===== src/rtl/pba_pkg.sv =====
// Shared types of the paged packet buffer allocator.
// Assumes: opcode values are fixed by the host command port encoding.
package pba_pkg;
    typedef enum logic [2:0] {
        OP_NOP     = 3'd0,
        OP_ALLOC   = 3'd1,
        OP_WIPE    = 3'd2,
        OP_RELEASE = 3'd3,
        OP_FREE    = 3'd4,
        OP_ENQUEUE = 3'd5
    } pba_op_e;

    typedef enum logic [1:0] {
        ST_IDLE,
        ST_SCAN,
        ST_HOLD
    } pba_state_e;
endpackage


===== src/rtl/pba_fifo.sv =====
// Small synchronous FIFO of packet numbers.
// Does: one push and one pop per cycle, with a synchronous clear.
// Assumes: a push into a full FIFO and a pop from an empty FIFO are both dropped.
module pba_fifo #(
    parameter int DEPTH = 8,
    parameter int W     = 5
) (
    input  logic         clk,
    input  logic         rst_n,
    input  logic         clr,
    input  logic         push,
    input  logic [W-1:0] din,
    input  logic         pop,
    output logic [W-1:0] dout,
    output logic         empty
);
    localparam int AW = (DEPTH > 1) ? $clog2(DEPTH) : 1;

    logic [W-1:0]  mem [DEPTH];
    logic [AW-1:0] wp, rp;
    logic [AW:0]   cnt;
    logic          full, do_push, do_pop;

    assign full    = (cnt == (AW+1)'(DEPTH));
    assign empty   = (cnt == '0);
    assign do_push = push && !full;
    assign do_pop  = pop && !empty;
    assign dout    = mem[rp];

    // Storage write, done only when a push is accepted.
    always_ff @(posedge clk) begin
        if (do_push) mem[wp] <= din;
    end

    // Pointer and occupancy bookkeeping.
    always_ff @(posedge clk) begin
        if (!rst_n || clr) begin
            wp  <= '0;
            rp  <= '0;
            cnt <= '0;
        end else begin
            if (do_push) wp <= (wp == AW'(DEPTH-1)) ? '0 : wp + 1'b1;
            if (do_pop)  rp <= (rp == AW'(DEPTH-1)) ? '0 : rp + 1'b1;
            case ({do_push, do_pop})
                2'b10:   cnt <= cnt + 1'b1;
                2'b01:   cnt <= cnt - 1'b1;
                default: cnt <= cnt;
            endcase
        end
    end


    full_drop_chk: assert property (@(posedge clk) disable iff (!rst_n)
        (push && full && !pop && !clr) |=> $stable(cnt));
endmodule


===== src/rtl/pba_page_map.sv =====
// Page occupancy bitmap, with a window test for first-fit search.
// Does: reports whether the window that starts at scan_start and is cnt_m1+1
//       pages long lies inside memory and is fully free; claims that window
//       on commit; frees up to two windows per cycle.
// Assumes: commit is raised only when win_ok is true.
module pba_page_map #(
    parameter int NUM_PAGES = 18,
    parameter int ARG_W     = 5,
    parameter int PAGE_W    = 5
) (
    input  logic              clk,
    input  logic              rst_n,
    input  logic              clr,
    input  logic [PAGE_W-1:0] scan_start,
    input  logic [ARG_W-1:0]  cnt_m1,
    output logic              win_ok,
    input  logic              commit,
    input  logic              fa_en,
    input  logic [PAGE_W-1:0] fa_start,
    input  logic [ARG_W-1:0]  fa_cnt,
    input  logic              fb_en,
    input  logic [PAGE_W-1:0] fb_start,
    input  logic [ARG_W-1:0]  fb_cnt
);
    logic [NUM_PAGES-1:0] used, win_mask, free_mask;
    logic                 fits;

    function automatic logic [NUM_PAGES-1:0] span(input logic [PAGE_W-1:0] s,
                                                  input logic [ARG_W-1:0]  m1);
        logic [NUM_PAGES-1:0] m;
        for (int p = 0; p < NUM_PAGES; p++)
            m[p] = (p >= int'(s)) && (p <= int'(s) + int'(m1));
        return m;
    endfunction

    // Candidate window and the union of the windows being freed.
    always_comb begin
        win_mask  = span(scan_start, cnt_m1);
        fits      = (int'(scan_start) + int'(cnt_m1)) < NUM_PAGES;
        win_ok    = fits && ((used & win_mask) == '0);
        free_mask = (fa_en ? span(fa_start, fa_cnt) : '0)
                  | (fb_en ? span(fb_start, fb_cnt) : '0);
    end

    // Bitmap update: free first, then claim the committed window.
    always_ff @(posedge clk) begin
        if (!rst_n || clr) used <= '0;
        else               used <= (used & ~free_mask) | (commit ? win_mask : '0);
    end


    claim_free_chk: assert property (@(posedge clk) disable iff (!rst_n)
        commit |-> ((used & win_mask) == '0));
endmodule


===== src/rtl/pba_pnum_table.sv =====
// Packet number table: per number, a valid bit, start page and length-1.
// Does: finds the lowest unused number; two lookup ports; one set port and
//       two clear ports per cycle.
// Assumes: set_idx is unused when set_en is raised.
module pba_pnum_table #(
    parameter int NPKT   = 32,
    parameter int PNUM_W = 5,
    parameter int PAGE_W = 5,
    parameter int ARG_W  = 5
) (
    input  logic              clk,
    input  logic              rst_n,
    input  logic              clr,
    output logic              any_free,
    output logic [PNUM_W-1:0] free_idx,
    input  logic [PNUM_W-1:0] a_idx,
    output logic              a_valid,
    output logic [PAGE_W-1:0] a_start,
    output logic [ARG_W-1:0]  a_cnt,
    input  logic [PNUM_W-1:0] b_idx,
    output logic              b_valid,
    output logic [PAGE_W-1:0] b_start,
    output logic [ARG_W-1:0]  b_cnt,
    input  logic              set_en,
    input  logic [PNUM_W-1:0] set_idx,
    input  logic [PAGE_W-1:0] set_start,
    input  logic [ARG_W-1:0]  set_cnt,
    input  logic              ca_en,
    input  logic              cb_en
);
    logic [NPKT-1:0]   valid;
    logic [PAGE_W-1:0] start_q [NPKT];
    logic [ARG_W-1:0]  cnt_q   [NPKT];

    assign a_valid = valid[a_idx];
    assign a_start = start_q[a_idx];
    assign a_cnt   = cnt_q[a_idx];
    assign b_valid = valid[b_idx];
    assign b_start = start_q[b_idx];
    assign b_cnt   = cnt_q[b_idx];

    // Lowest-numbered unused entry.
    always_comb begin
        any_free = 1'b0;
        free_idx = '0;
        for (int i = NPKT-1; i >= 0; i--) begin
            if (!valid[i]) begin
                any_free = 1'b1;
                free_idx = PNUM_W'(i);
            end
        end
    end

    // Location fields, written when an entry is granted.
    always_ff @(posedge clk) begin
        if (set_en) begin
            start_q[set_idx] <= set_start;
            cnt_q[set_idx]   <= set_cnt;
        end
    end

    // Valid bits: clears first, then the grant.
    always_ff @(posedge clk) begin
        if (!rst_n || clr) begin
            valid <= '0;
        end else begin
            logic [NPKT-1:0] nv;
            nv = valid;
            if (ca_en)  nv[a_idx]   = 1'b0;
            if (cb_en)  nv[b_idx]   = 1'b0;
            if (set_en) nv[set_idx] = 1'b1;
            valid <= nv;
        end
    end


    grant_unused_chk: assert property (@(posedge clk) disable iff (!rst_n)
        set_en |=> valid[$past(set_idx)]);
endmodule


===== src/rtl/pkt_buf_alloc.sv =====
// Paged packet buffer allocator, top level.
// Does: decodes host commands, runs a multi-cycle first-fit page search,
//       keeps interrupt flags and the transmit, receive and completion FIFOs.
// Assumes: the host waits for busy low before it issues the next command;
//          the MAC drives tx_done, txq_pop and rx_push as single-cycle pulses.
module pkt_buf_alloc
    import pba_pkg::*;
#(
    parameter int NUM_PAGES  = 18,
    parameter int NPKT       = 32,
    parameter int FIFO_DEPTH = 8,
    parameter int ARG_W      = 5,
    parameter int RES_W      = 8
) (
    input  logic                      clk,
    input  logic                      rst_n,
    input  logic                      cmd_valid,
    input  logic [2:0]                cmd_op,
    input  logic [ARG_W-1:0]          cmd_arg,
    input  logic [$clog2(NPKT)-1:0]   sel_pnum,
    output logic                      busy,
    output logic [RES_W-1:0]          alloc_result,
    input  logic                      auto_rel,
    input  logic [1:0]                irq_mask,
    input  logic [1:0]                irq_ack,
    output logic [1:0]                irq_stat,
    output logic                      irq,
    output logic                      txq_empty,
    output logic [$clog2(NPKT)-1:0]   txq_head,
    input  logic                      txq_pop,
    input  logic                      tx_done,
    input  logic                      tx_ok,
    input  logic [$clog2(NPKT)-1:0]   tx_done_pnum,
    output logic                      done_empty,
    output logic [$clog2(NPKT)-1:0]   done_head,
    input  logic                      rx_push,
    input  logic [$clog2(NPKT)-1:0]   rx_pnum,
    output logic                      rx_empty,
    output logic [$clog2(NPKT)-1:0]   rx_head
);
    localparam int PNUM_W = $clog2(NPKT);
    localparam int PAGE_W = $clog2(NUM_PAGES);
    localparam int PAD_W  = RES_W - 1 - PNUM_W;

    pba_state_e        state;
    pba_op_e           op;
    logic              accept, scan_done, commit, win_ok;
    logic [PAGE_W-1:0] scan_idx;
    logic [ARG_W-1:0]  req_m1;
    logic              alloc_flag;
    logic              wipe, host_free_req, auto_free_req, rx_pop, enq_push, done_push;
    logic              any_free;
    logic [PNUM_W-1:0] free_idx, a_idx;
    logic              a_valid, b_valid;
    logic [PAGE_W-1:0] a_start, b_start;
    logic [ARG_W-1:0]  a_cnt, b_cnt;

    assign op     = pba_op_e'(cmd_op);
    assign accept = cmd_valid && (state == ST_IDLE);
    assign busy   = (state != ST_IDLE);

    // Host and MAC event decode.
    always_comb begin
        wipe          = accept && (op == OP_WIPE);
        rx_pop        = accept && (op == OP_RELEASE);
        enq_push      = accept && (op == OP_ENQUEUE);
        host_free_req = accept && ((op == OP_FREE) || (op == OP_RELEASE && !rx_empty));
        a_idx         = (op == OP_FREE) ? sel_pnum : rx_head;
        auto_free_req = tx_done && tx_ok && auto_rel;
        done_push     = tx_done && !(tx_ok && auto_rel);
    end

    // Search step outcome.
    assign scan_done = (state == ST_SCAN) &&
                       (win_ok || !any_free || scan_idx == PAGE_W'(NUM_PAGES-1));
    assign commit    = (state == ST_SCAN) && win_ok && any_free;

    // Command sequencer.
    always_ff @(posedge clk) begin
        if (!rst_n) begin
            state <= ST_IDLE;
        end else begin
            case (state)
                ST_IDLE: if (accept) begin
                    case (op)
                        OP_ALLOC:                                   state <= ST_SCAN;
                        OP_WIPE, OP_RELEASE, OP_FREE, OP_ENQUEUE:   state <= ST_HOLD;
                        default:                                    state <= ST_IDLE;
                    endcase
                end
                ST_SCAN: if (scan_done) state <= ST_IDLE;
                default: state <= ST_IDLE;
            endcase
        end
    end

    // Search position and the latched request size.
    always_ff @(posedge clk) begin
        if (!rst_n) begin
            scan_idx <= '0;
            req_m1   <= '0;
        end else if (accept && op == OP_ALLOC) begin
            scan_idx <= '0;
            req_m1   <= cmd_arg;
        end else if (state == ST_SCAN) begin
            scan_idx <= scan_idx + 1'b1;
        end
    end

    // Result byte and the sticky allocation-done flag.
    always_ff @(posedge clk) begin
        if (!rst_n) begin
            alloc_result <= '0;
            alloc_flag   <= 1'b0;
        end else begin
            if (commit)         alloc_result <= {1'b0, {PAD_W{1'b0}}, free_idx};
            else if (scan_done) alloc_result <= {1'b1, {(RES_W-1){1'b0}}};
            if (scan_done)       alloc_flag <= 1'b1;
            else if (irq_ack[0]) alloc_flag <= 1'b0;
        end
    end

    assign irq_stat = {!done_empty, alloc_flag};
    assign irq      = |(irq_stat & irq_mask);

    pba_page_map #(.NUM_PAGES(NUM_PAGES), .ARG_W(ARG_W), .PAGE_W(PAGE_W)) map_i (
        .clk(clk), .rst_n(rst_n), .clr(wipe),
        .scan_start(scan_idx), .cnt_m1(req_m1), .win_ok(win_ok), .commit(commit),
        .fa_en(host_free_req && a_valid), .fa_start(a_start), .fa_cnt(a_cnt),
        .fb_en(auto_free_req && b_valid), .fb_start(b_start), .fb_cnt(b_cnt)
    );

    pba_pnum_table #(.NPKT(NPKT), .PNUM_W(PNUM_W), .PAGE_W(PAGE_W), .ARG_W(ARG_W)) tbl_i (
        .clk(clk), .rst_n(rst_n), .clr(wipe),
        .any_free(any_free), .free_idx(free_idx),
        .a_idx(a_idx), .a_valid(a_valid), .a_start(a_start), .a_cnt(a_cnt),
        .b_idx(tx_done_pnum), .b_valid(b_valid), .b_start(b_start), .b_cnt(b_cnt),
        .set_en(commit), .set_idx(free_idx), .set_start(scan_idx), .set_cnt(req_m1),
        .ca_en(host_free_req && a_valid), .cb_en(auto_free_req && b_valid)
    );

    pba_fifo #(.DEPTH(FIFO_DEPTH), .W(PNUM_W)) txq_i (
        .clk(clk), .rst_n(rst_n), .clr(wipe), .push(enq_push), .din(sel_pnum),
        .pop(txq_pop), .dout(txq_head), .empty(txq_empty)
    );

    pba_fifo #(.DEPTH(FIFO_DEPTH), .W(PNUM_W)) rxq_i (
        .clk(clk), .rst_n(rst_n), .clr(wipe), .push(rx_push), .din(rx_pnum),
        .pop(rx_pop), .dout(rx_head), .empty(rx_empty)
    );

    pba_fifo #(.DEPTH(FIFO_DEPTH), .W(PNUM_W)) doneq_i (
        .clk(clk), .rst_n(rst_n), .clr(wipe), .push(done_push), .din(tx_done_pnum),
        .pop(irq_ack[1]), .dout(done_head), .empty(done_empty)
    );


    busy_cause_chk: assert property (@(posedge clk) disable iff (!rst_n)
        $rose(busy) |-> $past(cmd_valid));


    fail_code_chk: assert property (@(posedge clk) disable iff (!rst_n)
        alloc_result[RES_W-1] |-> (alloc_result[PNUM_W-1:0] == '0));


    flag_sticky_chk: assert property (@(posedge clk) disable iff (!rst_n)
        (irq_stat[0] && !irq_ack[0]) |=> irq_stat[0]);


    finish_flag_chk: assert property (@(posedge clk) disable iff (!rst_n)
        scan_done |=> (irq_stat[0] && !busy));
endmodule


===== config.mk =====
export PLATFORM = sky130hd
export DESIGN_NAME = pkt_buf_alloc
export DESIGN_NICKNAME = d
export VERILOG_FILES = /design/src/rtl/pba_pkg.sv /design/src/rtl/pba_fifo.sv /design/src/rtl/pba_page_map.sv /design/src/rtl/pba_pnum_table.sv /design/src/rtl/pkt_buf_alloc.sv
export SDC_FILE = /design/constraint.sdc
export NUM_CORES = 1
export LEC_CHECK = 0
export ABC_AREA = 1
export BUFFER_PORTS_ARGS = -buffer_cell sky130_fd_sc_hd__buf_2
export CAP_MARGIN = 20
export CORE_MARGIN = 1.5
export CORE_UTILIZATION = 47
export DETAILED_ROUTE_END_ITERATION = 8
export MAX_ROUTING_LAYER = met4
export SYNTH_ARGS = -nofsm -noshare
export SYNTH_HDL_FRONTEND = slang
export SYNTH_HIERARCHICAL = 1
export SYNTH_SLANG_ARGS = --single-unit

===== constraint.sdc =====
create_clock -name clk -period 6.2 [get_ports clk]
set_input_delay 0.31 -clock clk [delete_from_list [all_inputs] [get_ports clk]]
set_output_delay 0.31 -clock clk [all_outputs]
set_load 0.01 [all_outputs]

==> qor.csv <==
metric,value,unit
run status,"finished, final reports clean",
gpl congestion,0.9413,
"Primary FF master, synth",edfxtp_1,
fin crit period,5666,ps
row cnt,87,
worst-margin pin slew,1220,ps
initial antenna violation count,1,
CP Cell Sequence,inv_1 > o21ai_0 > o21ai_0 > nand2_1 > nand2_1 > nand2_1 > nand2_1 > nand2_4 > buf_12 > o221ai_1 > a22o_1 > a221oi_1 > nand2_1 > ha_1 > a21oi_1 > o211ai_1 > nor2_1 > nand2_1 > o21ai_0 > nand3_1 > a21oi_1,
Synth Area per Inst,9.964,um^2
WHS Path Cells,1,
Pwr per Cell Area,309.5,nW/um^2
CTS tree,built,
WP data arrival,6210,ps
max-slew violations,0,
VDD IR max,0.2818,mV
Filler Cell Count,5003,
Max Clock Skew,18.21,ps
total core area,56500,um^2
die width,242.1,um
FF-to-FF End,map_i/used[7]$_SDFF_PP0_,
"Distinct cells, synth",54,
drc violations,0,
"Reg clk slew, reported paths",60,ps
clock sink total,548,
leading area contributor after synthesis,edfxtp_1,
Inserted Clock Buffers,59,
reg2reg path depth,21,
Pre-antenna DRT Iters,8,
Crit Path Class,reg -> reg,
Slew headroom,18.23,%
Synth Register Bits,548,
Fin. Hold Viols,0,
Fmax,0.1765,GHz
RSZ-0062 raised after global routing,false,
Setup TNS,0,ps
Yosys top cell area share,49.17,%
GRT overflow,0,
endpoints failing setup,0,
Port Buffers,62,
clk buf depth,3,
Final period util,91.39,%
DR iter-0 viols,3194,
I/O pins,65,
gr usage total,31.55,%
"Req. time, crit path",6740,ps
Die Y,242.1,um
largest net degree at the start of global routing,67,
initial core utilization,47.57,%
Routed Antenna Nets,0,
Synth Warn #,6,
Layout Nets,2888,
R2R Setup Slk,530,ps
dpl hpwl,61890,um
clock network latency to the later pin of the worst-skew pair,630,ps
Synth area leaders,"edfxtp_1 (49%), dfxtp_1 (8.0%), o221ai_1 (5.7%)",
top-count cell post-synth,edfxtp_1,
crit path capture type,flop,
vias per cell,6.157,
cell area after synthesis,26870,um^2
Synth async-reset ratio,0,%
Synth-to-Final Area Change,13.99,%
startpoint types,flop,
worst stage delay on the critical path,560,ps
number of global-route vias before repair,21080,
worst hold-check path type,in -> reg,
FF+latch area,15380,um^2
commonest cells in the netlist,"edfxtp_1 (440), nand2_1 (400), inv_1 (375)",
Die Area,58620,um^2
Post-Syn Instances,2697,
detailed-route wire length per cell,25.18,um
WL final,91160,um
Worst Hold End,txq_i/mem[7][0]$_DFFE_PP_,
vias,22300,
# H-tree levels,2,
hold path startpoint,sel_pnum[0],
P_leak,11.37,nW
fin util,54.22,%
Multi-input gate area,9681,um^2
"Max stage delay cell, worst path",nor2_1,
Root Buffer,clkbuf_16,
global-route wire length before repair,134800,um
Max Cap Viol,0,
cell repeated most along the worst path,nand2_1,
Post-synth EDFFs,440,
sequential area share after synthesis,57.21,%
share of cells above drive strength 1,12.23,%
largest fanout on the critical path,41,
-- what timing repair did --
action,in CTS,in global routing
buffers inserted,0,0
hold buffers,13,0
endpoints found under the hold margin,76,0
resized for setup,0,0
-- worst max-delay path by stage --
stage	cells after the start	to	from
2_1_floorplan	24	tbl_i/cnt_q[13][0]$_DFFE_PP_	scan_idx[0]$_SDFFE_PP0N_
3_3_place_gp	21	map_i/used[7]$_SDFF_PP0_	flop
3_5_place_dp	21	map_i/used[7]$_SDFF_PP0_	flop
4_1_cts	21	map_i/used[7]$_SDFF_PP0_	flop
5_1_grt	21	map_i/used[7]$_SDFF_PP0_	flop
6_report	21	map_i/used[7]$_SDFF_PP0_	flop
-- per-stage QoR --
stage               power (mW)  hold WS (ps)  worst slack (ps)  instance area, um^2  std cells
floorplan                5.411         408.9              1993                26880       2698
global placement         6.006         450.3             804.9                28560       3493
detailed placement       6.014         465.5             737.3                28560       3493
CTS                      9.474         3.198             708.3                30600       3617
global route             9.816         33.80             177.3                30630       3619
finish                   9.480         22.51             533.8                30630       3621
-- layout make-up --
cell class | instances | area share (%)
Antenna cell | 3 | 0.02451
Clock buffer | 80 | 5.375
Clock inverter | 31 | 0.8659
Inverter | 391 | 4.799
Multi-Input combinational cell | 1643 | 31.60
Sequential cell | 548 | 50.19
Tap cell | 756 | 3.088
Timing Repair Buffer | 169 | 4.052
-- cells by family (layout without fill, tap and decap cells) --
family                   count (synthesis)  in the layout  share of synthesized area (%)
AO/OA/AOI/OAI                          713            713                          18.42
AND/OR/NAND/NOR                        857            857                          14.04
buffers and inverters                  507            671                          7.273
XOR/XNOR                                15             15                         0.4889
multiplexers                            15             15                         0.5587
adder cells (fa/ha/maj)                 41             41                          1.993
other                                    1              5                        0.01395
flip-flops                             548            548                          57.21
-- routing by layer --
metal  GRT usage [%]  wire length (um)  part of all wire, %
met1           43.96             38580                   42
met3           7.023             10030                   11
met5               -                 0                    0
met2           44.28             38550                   42
met4           13.38              3993                  4.4
-- worst max-delay path, delay by kind of cell, from the launching register on --
kind,cells,cell delay [ps]
and+or+nand+nor,9,2150
buffers and inverters,2,620
DFF,1,530
AOI/OAI and AO/OA,9,1780
adders and majority gates,1,450
-- cell usage in the layout (no fill, tap or decap), types with 11 or more instances in the layout --
| cell | n |
|---|---|
| nand2_2 | 14 |
| dfxtp_1 | 107 |
| o21ai_0 | 139 |
| inv_2 | 15 |
| o221ai_1 | 176 |
| buf_2 | 62 |
| dlygate4sd3_1 | 13 |
| a22o_1 | 16 |
| a221oi_1 | 28 |
| nand2_1 | 396 |
| a22oi_1 | 174 |
| a21oi_1 | 111 |
| nor3_1 | 32 |
| clkbuf_16 | 60 |
| clkinv_2 | 13 |
| nor2_1 | 220 |
| ha_1 | 38 |
| inv_1 | 375 |
| o21ai_1 | 15 |
| nand3_2 | 11 |
| nor2_4 | 11 |
| o22ai_1 | 21 |
| buf_4 | 87 |
| clkbuf_1 | 13 |
| o211ai_1 | 15 |
| nand3_1 | 96 |
| mux2i_1 | 15 |
| edfxtp_1 | 440 |
| nor2_2 | 16 |
| nand4_1 | 18 |
-- sequential cells by signal, indices dropped and copies added, names as in the netlist, 2 cells and up, named ones only --
name and flops:
rxq_i/rp 3, txq_i/cnt 4, tbl_i/start_q 160, txq_i/rp 3, doneq_i/rp 3, tbl_i/valid 32
state 2, txq_i/wp 3, txq_i/mem 40, doneq_i/mem 40, map_i/used 18, req_m1 5
rxq_i/mem 40, doneq_i/cnt 4, rxq_i/wp 3, doneq_i/wp 3, scan_idx 5, alloc_result 6
tbl_i/cnt_q 160, rxq_i/cnt 4
-- power breakdown --
group | total [mW] | switching [mW] | internal, mW
clock | 3.48 | 1.49 | 1.99
combinational | 1.88 | 1.27 | 0.609
sequential | 4.12 | 0.0985 | 4.02
total | 9.48 | 2.86 | 6.62
(Power assumes the default switching activity.)
